File: src/rtl/lse_pkg.sv
package lse_pkg;
  localparam int MAX_LANES = 4;

  typedef enum logic [1:0] {
    ST_IDLE  = 2'd0,
    ST_LOAD  = 2'd1,
    ST_SHIFT = 2'd2
  } lse_state_t;

  typedef enum logic [1:0] {
    WID_1 = 2'd0,
    WID_2 = 2'd1,
    WID_4 = 2'd2
  } lse_width_t;
endpackage

File: src/rtl/lse_byte_counter.sv
module lse_byte_counter #(
  parameter int CNT_W = 16
) (
  input  logic             clk,
  input  logic             rst,
  input  logic             clr,
  input  logic             load,
  input  logic [CNT_W-1:0] load_val,
  input  logic             dec,
  output logic             last
);
  logic [CNT_W-1:0] remain_q;

  always_ff @(posedge clk) begin
    if (rst || clr)   remain_q <= '0;
    else if (load)    remain_q <= load_val;
    else if (dec)     remain_q <= remain_q - CNT_W'(1);
  end

  assign last = (remain_q == CNT_W'(1));


  no_wrap_chk: assert property (@(posedge clk) disable iff (rst)
    dec |-> (remain_q != '0));
endmodule

File: src/rtl/lse_shifter.sv
module lse_shifter import lse_pkg::*; #(
  parameter int BYTE_W = 8,
  parameter int LANES  = 4
) (
  input  logic              clk,
  input  logic              rst,
  input  logic              clr,
  input  logic              load,
  input  logic [BYTE_W-1:0] load_byte,
  input  lse_width_t        width,
  input  logic              rise,
  input  logic              fall,
  input  logic [LANES-1:0]  din,
  output logic [LANES-1:0]  dout,
  output logic [BYTE_W-1:0] rx_byte
);
  logic [BYTE_W-1:0] tx_sh, rx_sh;

  always_ff @(posedge clk) begin
    if (rst || clr) begin
      tx_sh <= '0;
      rx_sh <= '0;
    end else begin
      if (load) tx_sh <= load_byte;
      else if (fall) begin
        case (width)
          WID_2:   tx_sh <= tx_sh << 2;
          WID_4:   tx_sh <= tx_sh << 4;
          default: tx_sh <= tx_sh << 1;
        endcase
      end
      if (rise) begin
        case (width)
          WID_2:   rx_sh <= {rx_sh[BYTE_W-3:0], din[1:0]};
          WID_4:   rx_sh <= {rx_sh[BYTE_W-5:0], din[3:0]};
          default: rx_sh <= {rx_sh[BYTE_W-2:0], din[1]};
        endcase
      end
    end
  end

  always_comb begin
    dout = '0;
    case (width)
      WID_2:   dout[1:0] = tx_sh[BYTE_W-1 -: 2];
      WID_4:   dout[3:0] = tx_sh[BYTE_W-1 -: 4];
      default: dout[0]   = tx_sh[BYTE_W-1];
    endcase
  end

  assign rx_byte = rx_sh;
endmodule

File: src/rtl/lse_done_flag.sv
module lse_done_flag (
  input  logic clk,
  input  logic rst,
  input  logic set,
  input  logic clr,
  output logic flag
);
  always_ff @(posedge clk) begin
    if (rst)      flag <= 1'b0;
    else if (set) flag <= 1'b1;
    else if (clr) flag <= 1'b0;
  end


  set_wins_chk: assert property (@(posedge clk) disable iff (rst)
    set |=> flag);

  clear_chk: assert property (@(posedge clk) disable iff (rst)
    (clr && !set) |=> !flag);
endmodule

File: src/rtl/lane_shift_engine.sv
module lane_shift_engine import lse_pkg::*; #(
  parameter int BYTE_W = 8,
  parameter int CNT_W  = 16,
  parameter int MODE_W = 3
) (
  input  logic                 clk,
  input  logic                 rst,
  input  logic [MODE_W-1:0]    cfg_mode,
  input  logic [CNT_W-1:0]     cfg_bytes,
  input  logic                 cfg_cont,
  input  logic                 go,
  input  logic                 soft_rst,
  input  logic                 tick,
  input  logic [BYTE_W-1:0]    tx_data,
  input  logic                 tx_valid,
  output logic                 tx_ready,
  output logic [BYTE_W-1:0]    rx_data,
  output logic                 rx_valid,
  output logic                 sclk,
  output logic                 cs_n,
  output logic [MAX_LANES-1:0] dout,
  input  logic [MAX_LANES-1:0] din,
  output logic                 done_flag,
  input  logic                 done_clr
);
  localparam int STEP_W = $clog2(BYTE_W);

  lse_state_t        state_q;
  lse_width_t        width_q, width_d;
  logic [STEP_W-1:0] step_q, last_idx;
  logic              sclk_q, cs_n_q, cont_q, rx_valid_q;
  logic [BYTE_W-1:0] rx_data_q, rx_byte;
  logic              rise_ev, fall_ev, byte_end, take, start_ev, zero_ev;
  logic              cnt_last, done_set;

  always_comb begin
    case (cfg_mode)
      MODE_W'(1): width_d = WID_2;
      MODE_W'(2): width_d = WID_4;
      default:    width_d = WID_1;
    endcase
    case (width_q)
      WID_2:   last_idx = STEP_W'(BYTE_W/2 - 1);
      WID_4:   last_idx = STEP_W'(BYTE_W/4 - 1);
      default: last_idx = STEP_W'(BYTE_W - 1);
    endcase
  end

  assign rise_ev  = (state_q == ST_SHIFT) && tick && !sclk_q && !soft_rst;
  assign fall_ev  = (state_q == ST_SHIFT) && tick &&  sclk_q && !soft_rst;
  assign byte_end = fall_ev && (step_q == last_idx);
  assign take     = (state_q == ST_LOAD) && tx_valid && !soft_rst;
  assign start_ev = (state_q == ST_IDLE) && go && !soft_rst && (cfg_bytes != '0);
  assign zero_ev  = (state_q == ST_IDLE) && go && !soft_rst && (cfg_bytes == '0);
  assign done_set = zero_ev || (byte_end && cnt_last);

  always_ff @(posedge clk) begin
    if (rst || soft_rst) begin
      state_q    <= ST_IDLE;
      width_q    <= WID_1;
      step_q     <= '0;
      sclk_q     <= 1'b0;
      cs_n_q     <= 1'b1;
      cont_q     <= 1'b0;
      rx_valid_q <= 1'b0;
      rx_data_q  <= '0;
    end else begin
      rx_valid_q <= 1'b0;
      case (state_q)
        ST_IDLE: if (start_ev) begin
          width_q <= width_d;
          cont_q  <= cfg_cont;
          cs_n_q  <= 1'b0;
          state_q <= ST_LOAD;
        end
        ST_LOAD: if (take) begin
          step_q  <= '0;
          state_q <= ST_SHIFT;
        end
        ST_SHIFT: if (tick) begin
          sclk_q <= !sclk_q;
          if (sclk_q) begin
            if (step_q == last_idx) begin
              rx_valid_q <= 1'b1;
              rx_data_q  <= rx_byte;
              if (cnt_last) begin
                state_q <= ST_IDLE;
                cs_n_q  <= !cont_q;
              end else begin
                state_q <= ST_LOAD;
              end
            end else begin
              step_q <= step_q + STEP_W'(1);
            end
          end
        end
        default: state_q <= ST_IDLE;
      endcase
    end
  end

  lse_byte_counter #(.CNT_W(CNT_W)) u_count (
    .clk(clk), .rst(rst), .clr(soft_rst), .load(start_ev),
    .load_val(cfg_bytes), .dec(byte_end), .last(cnt_last)
  );

  lse_shifter #(.BYTE_W(BYTE_W), .LANES(MAX_LANES)) u_shift (
    .clk(clk), .rst(rst), .clr(soft_rst), .load(take), .load_byte(tx_data),
    .width(width_q), .rise(rise_ev), .fall(fall_ev && !byte_end),
    .din(din), .dout(dout), .rx_byte(rx_byte)
  );

  lse_done_flag u_done (
    .clk(clk), .rst(rst), .set(done_set), .clr(done_clr), .flag(done_flag)
  );

  assign tx_ready = (state_q == ST_LOAD) && !soft_rst;
  assign rx_data  = rx_data_q;
  assign rx_valid = rx_valid_q;
  assign sclk     = sclk_q;
  assign cs_n     = cs_n_q;


  idle_clock_low_chk: assert property (@(posedge clk) disable iff (rst)
    (state_q != ST_SHIFT) |-> !sclk_q);

  tick_gate_chk: assert property (@(posedge clk) disable iff (rst)
    (!tick && !soft_rst) |=> $stable(sclk_q));

  rx_pulse_chk: assert property (@(posedge clk) disable iff (rst)
    rx_valid_q |=> !rx_valid_q);

  soft_reset_chk: assert property (@(posedge clk) disable iff (rst)
    soft_rst |=> (state_q == ST_IDLE && cs_n_q && !sclk_q));

  select_low_chk: assert property (@(posedge clk) disable iff (rst)
    (state_q != ST_IDLE) |-> !cs_n_q);
endmodule

File: config.mk
export PLATFORM = sky130hd
export DESIGN_NAME = lane_shift_engine
export DESIGN_NICKNAME = d
export VERILOG_FILES = /design/src/rtl/lse_pkg.sv /design/src/rtl/lse_byte_counter.sv /design/src/rtl/lse_shifter.sv /design/src/rtl/lse_done_flag.sv /design/src/rtl/lane_shift_engine.sv
export SDC_FILE = /design/constraint.sdc
export NUM_CORES = 1
export LEC_CHECK = 0
export ABC_CLOCK_PERIOD_IN_PS = 6400
export BUFFER_PORTS_ARGS = -buffer_cell sky130_fd_sc_hd__buf_2
export CORE_MARGIN = 4
export CORE_UTILIZATION = 59
export CTS_CLUSTER_SIZE = 8
export DETAILED_ROUTE_END_ITERATION = 10
export PLACE_DENSITY = 0.85
export RECOVER_POWER = 50
export SETUP_SLACK_MARGIN = 0.5
export SLEW_MARGIN = 20
export SYNTH_ARGS = -nofsm -noshare
export SYNTH_HDL_FRONTEND = slang
export SYNTH_HIERARCHICAL = 1
export SYNTH_SLANG_ARGS = --single-unit
File: constraint.sdc
create_clock -name clk -period 6.4 [get_ports clk]
set_clock_uncertainty 0.05 [all_clocks]
set_input_delay 1.28 -clock clk [delete_from_list [all_inputs] [get_ports clk]]
set_output_delay 1.28 -clock clk [all_outputs]
set_load 0.1 [all_outputs]
==> results.py <==
metrics = {
    "global_route": {
        "grt_start_max_net_pins": 28,
        "use_met2": 0.375,
        "overflow": 0,
        "grt-busiest-layer": "met2",
        "grtUsageTotal": 0.220,
        "antenna_found_initial": 0,
        "grt_pass1_vias": 2441,
        "grt_util_met1": 0.267,
        "grt_use_met3": 0.0410,
        "grt_first_pass_wirelength_microns": 10900,
    },
    "clock_network": {
        "postCtsSetupBuffers": 0,
        "cts_max_level": 2,
        "clkTransAtPathRegs_ns": 0.10,
        "numCtsBuffers": 5,
        "cts_sinks": 52,
        "cts_hold_buf": 0,
        "cts_buffer_depth": 2,
        "cts_tree": "yes",
        "cts-root-buf": "clkbuf_8",
        "post_cts_resized": 0,
        "clk_latency_ns": 0.31,
    },
    "sta": {
        "final-hold-violation-count": 0,
        "finalSetupViolations": 0,
        "grt_setup_unrepaired": "false",
        "fin_tns_setup_ns": 0,
        "fin_crit_ns": 3.94,
        "finalMaxSlewViolations": 0,
        "tightest_slew_ns": 1.18,
        "max_freq_ghz": 0.254,
        "slew_headroom": 0.219,
        "finalCritPeriodShare": 0.615,
    },
    "status": {
        "status": "finished clean",
    },
    "critical_path": {
        "worst-setup-path-type": "primary input to flop",
        "startpoint": "tick",
        "reg2regPathDepth": 9,
        "cp-start-kind": "primary input",
        "cp_max_fo": 14,
        "crit_required_ns": 6.56,
        "crit_path_end_kind": "flop",
        "rr_startpoint": "width_q[0]$_SDFFE_PP0P_",
        "cp.arrival_ns": 4.09,
    },
    "drt": {
        "num_vias": 2617,
        "drt-initial-drc-count": 125,
        "drc": 0,
        "wl_microns": 6300,
        "antenna_left": 0,
        "vias_per_cell": 6.19,
        "first_pass_iters": 4,
        "wl_per_cell_microns": 14.9,
    },
    "synthesis": {
        "syn_area_sq_mm": 0.00280,
        "synth-seq-cells": 52,
        "avgSynthCellArea_sq_um": 8.60,
        "synth_edf_count": 0,
        "syn-num-nets": 371,
        "yosys.area.top_type": "dfxtp_1",
        "async_reset_ff_frac": 0,
        "synth_top_area_frac": 0.371,
        "synth_most_common_cell": "dfxtp_1",
        "syn_inst": 326,
        "yosysSeqAreaShare": 0.371,
        "synthDistinctLibCells": 56,
        "yosys-top-cells-area": "dfxtp_1 (37%), o21ai_0 (5.0%), a21oi_1 (4.3%)",
        "synthTopCellsByCount": "dfxtp_1 (52), o21ai_0 (28), nor2_1 (25), a21oi_1 (24), nand2_1 (15)",
        "synth_warnings": 6,
        "synth_flop_cell": "dfxtp_1",
    },
    "layout": {
        "n_antenna_cell": 0,
        "fin_cells": 423,
        "synthToLayoutAreaGrowth_pct": 11.3,
        "num-nets-final": 415,
        "drive_above_1_share": 0.156,
        "utilization": 0.697,
    },
    "placed_design": {
        "placed_cells": 415,
        "dp_hpwl_microns": 4630,
        "portBuffers": 55,
        "gp_congestion": 0.878,
    },
    "die": {
        "placementRows": 24,
        "start_util": 0.626,
        "core-area_sq_mm": 0.00447,
        "io_pins": 56,
        "die-area_sq_mm": 0.00592,
        "fp.dieW_microns": 76.9,
        "die_y_microns": 76.9,
    },
    "power_and_ir_drop": {
        "power_density_mw_per_mm2": 187,
        "peakVddDrop_v": 0.000115,
        "power_leakage_uw": 0.00121,
    },
    "min_path": {
        "min_path_type": "flop to flop",
        "holdCritStartpoint": "cont_q$_SDFFE_PP0P_",
        "hold_depth": 2,
    },
    "flow_run": {
        "maxCapViolations": 0,
    },
}
report_power, final:
group          internal, uW  switching [uW]  total [uW]
logic                  21.8            31.9        53.8
clock network          79.9             117         197
registers               328            4.91         333
worst paths after layout:
kind,end,slack (ns)
min,cont_q$_SDFFE_PP0P_,0.42
min reg2reg,cont_q$_SDFFE_PP0P_,0.42
max,u_count/remain_q[14]$_SDFFE_PP0P_,2.46
max reg2reg,u_count/remain_q[14]$_SDFFE_PP0P_,2.86
layout by cell type (no fill, tap or decap), types with 5 or more instances in the layout:
master and n:
dfxtp_1 52, buf_2 41, o21ai_0 28, nor2_1 25
a21oi_1 24, nand2_1 15, clkbuf_1 15, inv_1 12
nor3_1 12, xnor2_1 12, nor4_1 10, mux2i_1 8
nand3b_1 8, a31oi_1 7, nand2b_1 7, nor2b_1 6
ha_1 6, a221oi_1 6, clkbuf_8 5, or4_1 5
worst max-delay path, stage by stage:
cell and delay [ns]:
clkbuf_1 0.11, and4b_1 0.27, or4b_1 0.79, nor2_1 0.52, nand2_1 0.30, nor4_4 0.35
a31oi_1 0.14, o311a_1 0.33
through the flow:
| stage | hold WS (ns) | instance area, sq um | setup WS [ns] | total power (uW) |
|---|---|---|---|---|
| 2_1_floorplan | 0.382 | 2800 | 1.49 | 373 |
| 3_3_place_gp | 0.406 | 3050 | 2.35 | 393 |
| 3_5_place_dp | 0.408 | 3050 | 2.27 | 394 |
| 4_1_cts | 0.419 | 3140 | 2.52 | 590 |
| 5_1_grt | 0.446 | 3120 | 2.22 | 609 |
| 6_report | 0.418 | 3120 | 2.46 | 583 |
area by class of cell:
type,instances,area (sq um)
multi-input cells,242,1610
fillers,381,1350
flip-flops and latches,52,1040
repair buffers,56,262
clock buffers,5,68.8
well taps,52,65.1
inverters,13,48.8
clock inverters,3,25.0
registers in the layout, indices dropped and copies added (netlist names):
name and cells:
u_count/remain_q 16, rx_valid 1, sclk 1, rx_data 8
u_shift/rx_byte 8, step_q 3, width_q 2, cs_n 1
u_shift/tx_sh 8, u_done/flag 1, cont_q 1, state_q 2
cells by family (layout without fill, tap and decap cells):
kind of cell    after synthesis  after routing  share of synthesized area
xor+xnor                     16             16                     0.0500
mux                           8              8                     0.0286
buf+inv                      32             77                     0.0540
compound gates               93             93                      0.221
simple gates                119            119                      0.248
flops                        52             52                      0.371
fa+ha+maj                     6              6                     0.0268
routing by layer:
metal,up-vias,wire [microns],part of all wire
met5,-,0,0
met4,0,156,0.025
met1,1229,2610,0.42
met2,78,3170,0.50
met3,14,354,0.056
li1,1296,-,-
Power figures use the tool's default switching activity.
